[src/rtl/spi_stream_pkg.sv]
package spi_stream_pkg;

    typedef enum logic {
        ORDER_MSB = 1'b0,
        ORDER_LSB = 1'b1
    } order_e;

endpackage

[src/rtl/spi_tx_hold.sv]
module spi_tx_hold #(
    parameter int WORD_W = 16
) (
    input  logic              clk,
    input  logic              rst_n,
    input  logic              wr_i,
    input  logic [WORD_W-1:0] wr_data_i,
    input  logic              take_i,
    output logic              full_o,
    output logic [WORD_W-1:0] data_o,
    output logic              werr_o
);

    typedef struct packed {
        logic              full;
        logic [WORD_W-1:0] data;
        logic              werr;
    } hold_t;

    hold_t q, d;

    always_comb begin
        d = q;
        if (take_i) begin
            d.full = 1'b0;
        end
        if (wr_i) begin
            if (q.full) begin
                d.werr = 1'b1;
            end else begin
                d.full = 1'b1;
                d.data = wr_data_i;
            end
        end
    end

    always_ff @(posedge clk or negedge rst_n) begin
        if (!rst_n) begin
            q <= '0;
        end else begin
            q <= d;
        end
    end

    assign full_o = q.full;
    assign data_o = q.data;
    assign werr_o = q.werr;

    // the error flag never clears on its own
    p_werr_sticky_r11: assert property (@(posedge clk) disable iff (!rst_n)
        q.werr |=> q.werr);

    // a full slot that is not taken keeps its word whatever is written
    p_full_keep_r11: assert property (@(posedge clk) disable iff (!rst_n)
        (q.full && !take_i) |=> (q.full && $stable(q.data)));

endmodule

[src/rtl/spi_bit_engine.sv]
module spi_bit_engine
    import spi_stream_pkg::*;
#(
    parameter int MAX_LEN = 16,
    parameter int MIN_LEN = 8,
    parameter int DIV_W   = 8
) (
    input  logic                         clk,
    input  logic                         rst_n,
    input  logic [DIV_W-1:0]             half_div_i,
    input  logic [$clog2(MAX_LEN+1)-1:0] len_i,
    input  logic                         lsb_first_i,
    input  logic                         buf_full_i,
    input  logic [MAX_LEN-1:0]           buf_data_i,
    input  logic                         miso_i,
    output logic                         take_o,
    output logic                         frame_done_o,
    output logic [MAX_LEN-1:0]           frame_word_o,
    output logic                         active_o,
    output logic                         sclk_o,
    output logic                         mosi_o,
    output logic                         tx_empty_o
);

    localparam int LEN_W = $clog2(MAX_LEN + 1);
    localparam int IDX_W = $clog2(MAX_LEN);

    typedef struct packed {
        logic               active;
        logic               sclk;
        logic [DIV_W-1:0]   tick;
        logic [DIV_W-1:0]   half;
        logic [IDX_W-1:0]   idx;
        logic [IDX_W-1:0]   last;
        order_e             order;
        logic [MAX_LEN-1:0] tx;
        logic [MAX_LEN-1:0] rx;
        logic               txe;
    } eng_t;

    eng_t q, d;

    logic [LEN_W-1:0] len_eff;
    logic [IDX_W-1:0] bit_pos;
    logic             phase_end;
    logic             frame_end;
    logic             take;

    // Frame length clamped into the supported window
    always_comb begin
        if (len_i < LEN_W'(MIN_LEN)) begin
            len_eff = LEN_W'(MIN_LEN);
        end else if (len_i > LEN_W'(MAX_LEN)) begin
            len_eff = LEN_W'(MAX_LEN);
        end else begin
            len_eff = len_i;
        end
    end

    always_comb begin
        bit_pos   = (q.order == ORDER_LSB) ? q.idx : (q.last - q.idx);
        phase_end = q.active && (q.tick == q.half);
        frame_end = phase_end && q.sclk && (q.idx == q.last);
        take      = buf_full_i && (!q.active || frame_end);

        d     = q;
        d.txe = 1'b0;

        if (q.active) begin
            if (!phase_end) begin
                d.tick = q.tick + 1'b1;
            end else begin
                d.tick = '0;
                if (!q.sclk) begin
                    d.sclk        = 1'b1;
                    d.rx[bit_pos] = miso_i;
                end else if (q.idx == q.last) begin
                    d.active = 1'b0;
                    d.sclk   = 1'b0;
                end else begin
                    d.sclk = 1'b0;
                    d.idx  = q.idx + 1'b1;
                end
            end
        end

        if (take) begin
            d.active = 1'b1;
            d.sclk   = 1'b0;
            d.tick   = '0;
            d.half   = half_div_i;
            d.idx    = '0;
            d.last   = IDX_W'(len_eff - 1'b1);
            d.order  = order_e'(lsb_first_i);
            d.tx     = buf_data_i;
            d.rx     = '0;
            d.txe    = 1'b1;
        end
    end

    always_ff @(posedge clk or negedge rst_n) begin
        if (!rst_n) begin
            q <= '0;
        end else begin
            q <= d;
        end
    end

    assign take_o       = take;
    assign frame_done_o = frame_end;
    assign frame_word_o = q.rx;
    assign active_o     = q.active;
    assign sclk_o       = q.sclk;
    assign mosi_o       = q.active & q.tx[bit_pos];
    assign tx_empty_o   = q.txe;

    // no serial clock activity without a running frame
    p_idle_sclk_low_r9: assert property (@(posedge clk) disable iff (!rst_n)
        !q.active |-> !q.sclk);

    // data out holds through a high phase
    p_mosi_hold_high_r5: assert property (@(posedge clk) disable iff (!rst_n)
        (q.sclk && $past(q.sclk)) |-> $stable(mosi_o));

    // every handover is followed by the buffer-empty event
    p_take_event_r2: assert property (@(posedge clk) disable iff (!rst_n)
        take |=> q.txe);

    // bit index never passes the latched length
    p_idx_range_r4: assert property (@(posedge clk) disable iff (!rst_n)
        q.active |-> (q.idx <= q.last));

endmodule

[src/rtl/spi_rx_hold.sv]
module spi_rx_hold #(
    parameter int WORD_W = 16
) (
    input  logic              clk,
    input  logic              rst_n,
    input  logic              frame_done_i,
    input  logic [WORD_W-1:0] word_i,
    input  logic              rd_i,
    output logic [WORD_W-1:0] data_o,
    output logic              valid_o,
    output logic              done_o,
    output logic              ovr_o
);

    typedef struct packed {
        logic [WORD_W-1:0] data;
        logic              valid;
        logic              done;
        logic              ovr;
    } rxh_t;

    rxh_t q, d;

    always_comb begin
        d      = q;
        d.done = 1'b0;
        if (frame_done_i) begin
            d.data  = word_i;
            d.valid = 1'b1;
            d.done  = 1'b1;
            if (q.valid && !rd_i) begin
                d.ovr = 1'b1;
            end else if (rd_i) begin
                d.ovr = 1'b0;
            end
        end else if (rd_i) begin
            d.valid = 1'b0;
            d.ovr   = 1'b0;
        end
    end

    always_ff @(posedge clk or negedge rst_n) begin
        if (!rst_n) begin
            q <= '0;
        end else begin
            q <= d;
        end
    end

    assign data_o  = q.data;
    assign valid_o = q.valid;
    assign done_o  = q.done;
    assign ovr_o   = q.ovr;

    // the completion event always comes with a readable word
    p_done_sets_valid_r7: assert property (@(posedge clk) disable iff (!rst_n)
        q.done |-> q.valid);

    // replacing an unread word raises overrun
    p_ovr_on_unread_r10: assert property (@(posedge clk) disable iff (!rst_n)
        (frame_done_i && q.valid && !rd_i) |=> q.ovr);

endmodule

[src/rtl/spi_stream_master.sv]
module spi_stream_master #(
    parameter int MAX_LEN = 16,
    parameter int MIN_LEN = 8,
    parameter int DIV_W   = 8
) (
    input  logic                         clk,
    input  logic                         rst_n,
    input  logic [DIV_W-1:0]             cfg_half_div,
    input  logic [$clog2(MAX_LEN+1)-1:0] cfg_len,
    input  logic                         cfg_lsb_first,
    input  logic                         tx_wr,
    input  logic [MAX_LEN-1:0]           tx_data,
    input  logic                         rx_rd,
    output logic [MAX_LEN-1:0]           rx_data,
    output logic                         rx_valid,
    output logic                         busy,
    output logic                         tx_empty_evt,
    output logic                         rx_done_evt,
    output logic                         rx_overrun,
    output logic                         tx_write_err,
    output logic                         sclk,
    output logic                         mosi,
    input  logic                         miso
);

    logic               slot_full;
    logic [MAX_LEN-1:0] slot_data;
    logic               take;
    logic               frame_done;
    logic [MAX_LEN-1:0] frame_word;
    logic               active;

    spi_tx_hold #(.WORD_W(MAX_LEN)) u_tx_hold (
        .clk       (clk),
        .rst_n     (rst_n),
        .wr_i      (tx_wr),
        .wr_data_i (tx_data),
        .take_i    (take),
        .full_o    (slot_full),
        .data_o    (slot_data),
        .werr_o    (tx_write_err)
    );

    spi_bit_engine #(
        .MAX_LEN (MAX_LEN),
        .MIN_LEN (MIN_LEN),
        .DIV_W   (DIV_W)
    ) u_engine (
        .clk          (clk),
        .rst_n        (rst_n),
        .half_div_i   (cfg_half_div),
        .len_i        (cfg_len),
        .lsb_first_i  (cfg_lsb_first),
        .buf_full_i   (slot_full),
        .buf_data_i   (slot_data),
        .miso_i       (miso),
        .take_o       (take),
        .frame_done_o (frame_done),
        .frame_word_o (frame_word),
        .active_o     (active),
        .sclk_o       (sclk),
        .mosi_o       (mosi),
        .tx_empty_o   (tx_empty_evt)
    );

    spi_rx_hold #(.WORD_W(MAX_LEN)) u_rx_hold (
        .clk          (clk),
        .rst_n        (rst_n),
        .frame_done_i (frame_done),
        .word_i       (frame_word),
        .rd_i         (rx_rd),
        .data_o       (rx_data),
        .valid_o      (rx_valid),
        .done_o       (rx_done_evt),
        .ovr_o        (rx_overrun)
    );

    assign busy = active | slot_full;

endmodule

[config.mk]
export PLATFORM = sky130hd
export DESIGN_NAME = spi_stream_master
export DESIGN_NICKNAME = d
export VERILOG_FILES = /design/src/rtl/spi_stream_pkg.sv /design/src/rtl/spi_tx_hold.sv /design/src/rtl/spi_bit_engine.sv /design/src/rtl/spi_rx_hold.sv /design/src/rtl/spi_stream_master.sv
export SDC_FILE = /design/constraint.sdc
export NUM_CORES = 1
export LEC_CHECK = 0
export ABC_AREA = 1
export BUFFER_PORTS_ARGS = -buffer_cell sky130_fd_sc_hd__buf_2
export CAP_MARGIN = 20
export CORE_AREA = 2 2 71 123
export CTS_CLUSTER_SIZE = 40
export DETAILED_ROUTE_END_ITERATION = 8
export DIE_AREA = 0 0 73 125
export PLACE_DENSITY_LB_ADDON = 0.1
export SLEW_MARGIN = 20
export SYNTH_ARGS = -nofsm -noshare
export SYNTH_HDL_FRONTEND = slang
export SYNTH_HIERARCHICAL = 1
export SYNTH_SLANG_ARGS = --single-unit
[constraint.sdc]
create_clock -name clk -period 4.2 [get_ports clk]
set_input_delay 0.84 -clock clk [delete_from_list [all_inputs] [get_ports clk]]
set_output_delay 0.84 -clock clk [all_outputs]
set_load 0.01 [all_outputs]
==> impl_metrics.ini, run 1 <==
[outcome]
status = complete, no violations

[clock_network]
cts_hold_buffers = 0
cts_buffer_depth = 2
clkTransAtPathRegs_ns = 0.06
cts_tree = done
post-cts-setup-buffers = 0
h-tree-depth = 3
cts_sinks = 97
numCtsBuffers = 9
clock_latency_ns = 0.34
cts_resized = 0
clockRootBuffer = clkbuf_16

[placed_design]
place_congestion = 0.860
io_buffers = 58
place_ws_ns = 1.05
place_hpwl_um = 7490

[drt]
ant_nets = 0
route.detailed.wl_per_inst_um = 13.4
wl_met2_um = 5640
routed_wl_um = 10300
drt-met1-wl_um = 4000
dr_wl_met3_um = 351
vias = 3958
dr.first_iter.drc_count = 173
firstDrtPassIters = 4
via_per_inst = 5.17
drc = 0
top_layer = met4

[yosys]
synth.distinct_cells = 36
ys_seq_area_share_pct = 48.8
ys_async_sr_fraction_pct = 100
synth_edf_count = 0
ys_seq_elements = 97
syn_avg_cell_area_um2 = 7.87
ys_warn_count = 6
synth_flop_cell = dfrtp_1
syn_inst = 632
synth_nets = 674
syn_area_um2 = 4970

[pwr]
ir_worst_vdd_v = 0.000329
powerDensity_nw_per_um2 = 425
cellLeakagePower_uw = 0.00301

[timing]
slew_violations = 0
fin_crit_sh_pct = 82.8
tightestPinTransition_ns = 0.533
min_period_ns = 3.48
maxSlewHeadroom_pct = 64.5
finalHoldViolations = 0
fin_tns_setup_ns = 0
finalSetupViolCount = 0
rsz0062_at_grt = false
fin_ws_ns = 0.721
clock.fmax_mhz = 287
finClkSkew_ns = 0.00677

[layout]
mostFrequentLayoutCell = nand2_1
final_cell_mix = 253 x nand2_1, 97 x dfrtp_1, 57 x buf_2
fin_nets = 713
n_fill_cell = 734
antenna_cells = 0
drive_gt1_share_pct = 15.6
areaGrowthSynthToFinish_pct = 9.51

[run]
drv_cap = 0

[setup_path]
crit_top_cell = nand2_1
path_class = reg2out
setup.worst_path.start_class = flop
arrival_ns = 2.64
end_kind = output pin
cp_slowest_cell = fa_1
max_stage_delay_ns = 0.48
required_ns = 3.36
crit_fanout = 6
path_cells = ha_1 -> inv_1 -> fa_1 -> nand2_1 -> nand2_1 -> inv_1 -> nor2_1 -> nand2_1 -> nand3_1 -> nand2_1 -> nand3_1 -> nor2_1 -> buf_2

[floorplan]
core_area_um2 = 8200
die_h_um = 125
start_util_pct = 60.6
io_pins = 59
rows = 44
die_area_um2 = 9130
dieWidth_um = 73

[grt]
overflow = 0
grt_pass1_vias = 3977
grt_pass1_wl_um = 17600
grt_max_degree = 80
track_usage_pct = 24.7
antenna_found_initial = 0

[min_path]
hold_class = in2async
-- cells in the mapped netlist, types with 5 or more instances --
cell       n  area [um2]
dfrtp_1   97        2430
o21ai_1    8        40.0
o21ai_0   27         135
buf_6      6        67.6
xor2_1     8        70.1
nand3_1   54         270
buf_2      8        40.0
ha_1       6        75.1
nand2_2   12        75.1
nand2_1  253         950
xnor2_1    5        43.8
nor2_1    42         158
inv_1     54         203
buf_4     19         143
-- critical path, delay by kind of cell (launching register included) --
family | cells | cell delay (ns)
fa+ha+maj | 2 | 0.64
buf+inv | 3 | 0.29
flops | 1 | 0.41
simple gates | 8 | 0.95
-- registers in the layout, indices dropped and copies added, names as in the netlist --
register and count:
u_engine/sclk_o 1, u_engine/q 41, u_tx_hold/full_o 1, u_rx_hold/data_o 16, u_engine/frame_word_o 16, u_rx_hold/valid_o 1, u_tx_hold/data_o 16, u_rx_hold/ovr_o 1
u_tx_hold/werr_o 1, u_rx_hold/done_o 1, u_engine/active_o 1, u_engine/tx_empty_o 1
-- stage by stage --
stage               cells  power [uW]  util, %  area, um2  hold WS, ns
floorplan             632        1410        -       4970        0.441
global placement      751        1500     62.5       5130        0.437
detailed placement    751        1520     62.5       5130        0.453
CTS                   765        2340     66.1       5420        0.467
global route          766        2450     66.4       5450        0.383
finish                766        2320     66.4       5450        0.379
-- kinds of logic after synthesis --
| kind of cell | synth area share (%) |
|---|---|
| flip-flops | 48.8 |
| adder cells (fa/ha/maj) | 1.91 |
| AO/OA/AOI/OAI | 5.08 |
| AND/OR/NAND/NOR | 31.2 |
| XOR/XNOR | 2.29 |
| buffers and inverters | 10.7 |
-- layout make-up --
cell class                      count  area, um2  area share [%]
Inverter                           60        235            4.32
Sequential cell                    97       2430            44.6
Tap cell                           92        115            2.11
Timing Repair Buffer               64        358            6.57
Clock buffer                       10        239            4.39
Clock inverter                      4       55.1            1.01
Multi-Input combinational cell    439       2020            37.0
-- metal layers --
metal | GRT usage (%) | up-vias
met3 | 5.48 | 21
li1 | - | 2014
met4 | 9.80 | 0
met1 | 27.0 | 1830
met5 | 0 | -
met2 | 44.5 | 93
-- final timing paths --
| path | startpoint | to | slack, ns | depth (start not counted) |
|---|---|---|---|---|
| setup / recovery | u_engine/q[38] | mosi | 0.72 | 13 |
| hold / removal | rst_n | u_rx_hold/valid_o | 0.38 | 1 |
| setup reg to reg | u_engine/q[40] | u_tx_hold/full_o | 1.70 | 9 |
| hold reg to reg | u_rx_hold/data_o[14] | u_rx_hold/data_o[14] | 0.47 | 2 |
| max in group asynchronous | rst_n | u_engine/frame_word_o[14] | 2.94 | 3 |
| min in group clk | u_rx_hold/data_o[14] | u_rx_hold/data_o[14] | 0.47 | 2 |
-- where the power goes --
group	total, uW	internal [uW]	switching, uW
Combinational	375	141	234
Clock	808	473	335
Sequential	1130	1040	94.1
Total	2320	1650	663
(Power assumes the default switching activity.)
==> inputs of run 2 (changes only) <==
--- a/config.mk
+++ b/config.mk
@@ -8,10 +8,10 @@
 export ABC_AREA = 1
 export BUFFER_PORTS_ARGS = -buffer_cell sky130_fd_sc_hd__buf_2
 export CAP_MARGIN = 20
-export CORE_AREA = 2 2 71 123
+export CORE_AREA = 2 2 74 128
 export CTS_CLUSTER_SIZE = 40
 export DETAILED_ROUTE_END_ITERATION = 8
-export DIE_AREA = 0 0 73 125
+export DIE_AREA = 0 0 76 130
 export PLACE_DENSITY_LB_ADDON = 0.1
 export SLEW_MARGIN = 20
 export SYNTH_ARGS = -nofsm -noshare
==> constraint.sdc (replaced) <==
create_clock -name clk -period 3.56 [get_ports clk]
set_input_delay 0.712 -clock clk [delete_from_list [all_inputs] [get_ports clk]]
set_output_delay 0.712 -clock clk [all_outputs]
set_load 0.01 [all_outputs]
==> run 2 against run 1 <==
  * Combinational power increased by 15%
  * Worst setup slack got worse by 0.47 ns
  * Clock-buffer cell count decreased by 1
  * Clock power increased by 30%
  * Clock skew about the same
  * Largest power group unchanged
  * Register-to-register slack got worse by 0.63 ns
  * Sequential share of layout area decreased by 0.47 points
==> impl_metrics.ini, run 2 (synthesis gave the netlist of run 1 again) <==
[outcome]
status = complete, no violations

[layout]
fin_nets = 714
areaGrowthSynthToFinish_pct = 10.7
drive_gt1_share_pct = 16.1
final_cell_mix = 253 x nand2_1, 97 x dfrtp_1, 57 x buf_2
antenna_cells = 0
regMostFlops = u_engine/q
mostFrequentLayoutCell = nand2_1
largest_reg_flops = 41
n_fill_cell = 827
final_cells = 797

[clock_network]
post-cts-setup-buffers = 0
clock_latency_ns = 0.35
cts_hold_buffers = 0
cts_resized = 0
clkTransAtPathRegs_ns = 0.07
cts_sinks = 97
clockRootBuffer = clkbuf_16
numCtsBuffers = 9
h-tree-depth = 3
cts_tree = done
cts_buffer_depth = 2

[grt]
grt_pass1_vias = 3711
grt_max_degree = 43
overflow = 0
grt_pass1_wl_um = 17100
antenna_found_initial = 0
track_usage_pct = 21.8

[pwr]
ir_worst_vdd_v = 0.000346
cellLeakagePower_uw = 0.00302
powerDensity_nw_per_um2 = 511

[timing]
finClkSkew_ns = 0.00707
finalHoldViolations = 0
min_period_ns = 3.31
clock.fmax_mhz = 302
whs_ns = 0.335
slew_violations = 0
maxSlewHeadroom_pct = 62.4
fin_crit_sh_pct = 93.0
tightestPinTransition_ns = 0.562
rsz0062_at_grt = false
fin_tns_setup_ns = 0
finalSetupViolCount = 0

[floorplan]
start_util_pct = 55.8
die_area_um2 = 9880
core_area_um2 = 8920
rows = 46
die_h_um = 130
io_pins = 59
dieWidth_um = 76

[drt]
vias = 3884
firstDrtPassIters = 4
dr.first_iter.drc_count = 154
route.detailed.wl_per_inst_um = 12.5
routed_wl_um = 9970
ant_nets = 0
via_per_inst = 4.87
drc = 0

[setup_path]
crit_fanout = 5
reg2reg_slack_ns = 1.07
end_kind = output pin
arrival_ns = 2.60
required_ns = 2.85
setup.worst_path.start_class = flop
path_class = reg2out

[placed_design]
place_congestion = 0.860
place_hpwl_um = 7330
io_buffers = 58
dpl.cell_count = 781

[min_path]
hold_class = in2async

[run]
drv_cap = 0
==> run 2: worst paths after layout <==
| path | from | end | cells past startpoint |
|---|---|---|---|
| min in group clk | u_tx_hold/werr_o | u_tx_hold/werr_o | 1 |
| worst max register to register | u_engine/q[40] | u_engine/frame_word_o[4] | 11 |
| worst max-delay path | u_engine/q[38] | mosi | 14 |
| max in group asynchronous | rst_n | u_engine/frame_word_o[8] | 2 |
| worst min register to register | u_tx_hold/werr_o | u_tx_hold/werr_o | 1 |
| worst min-delay path | rst_n | u_rx_hold/data_o[2] | 1 |
==> run 2: power by group <==
group	leakage [uW]	switching, uW	internal (uW)
sequential	0.00127	109	1230
combinational	0.00160	267	164
clock	0.000153	426	621
total	0.00302	802	2010
==> run 2: stage by stage <==
step	worst slack, ns	utilization, %	cell area (um2)	power (uW)
finish	0.248	61.7	5510	2810
global route	0.0104	61.7	5510	2970
CTS	0.179	61.7	5500	2830
detailed placement	0.571	58.0	5180	1790
global placement	0.598	58.0	5180	1770
floorplan	0.989	-	4970	1660
==> run 2: layer usage <==
| layer | global-route usage, % | vias up | part of all wire, % |
|---|---|---|---|
| met1 | 25.0 | 1779 | 41 |
| met4 | 10.7 | 0 | 2.9 |
| met3 | 3.25 | 21 | 2.7 |
| li1 | - | 2016 | - |
| met5 | 0 | - | 0 |
| met2 | 39.9 | 68 | 54 |
==> run 2: critical path, cell delays in order (launching register included) <==
cell     delay (ns)
dfrtp_1        0.42
ha_1           0.19
inv_1          0.08
fa_1           0.41
nand2_1        0.08
nand2_1        0.12
nor2_1         0.32
inv_1          0.12
nor2_1         0.10
nor2_1         0.05
nand2_1        0.05
nand2_1        0.06
nand2_1        0.06
nor2_1         0.05
buf_2          0.13
==> run 2: layout make-up <==
cell class | instances | area [um2] | area share, %
sequential | 97 | 2430 | 44.1
tap | 120 | 150 | 2.73
multi-input combinational | 439 | 2020 | 36.7
timing repair buffer | 65 | 345 | 6.27
clock inverter | 7 | 101 | 1.84
clock buffer | 9 | 225 | 4.09
inverter | 60 | 235 | 4.27
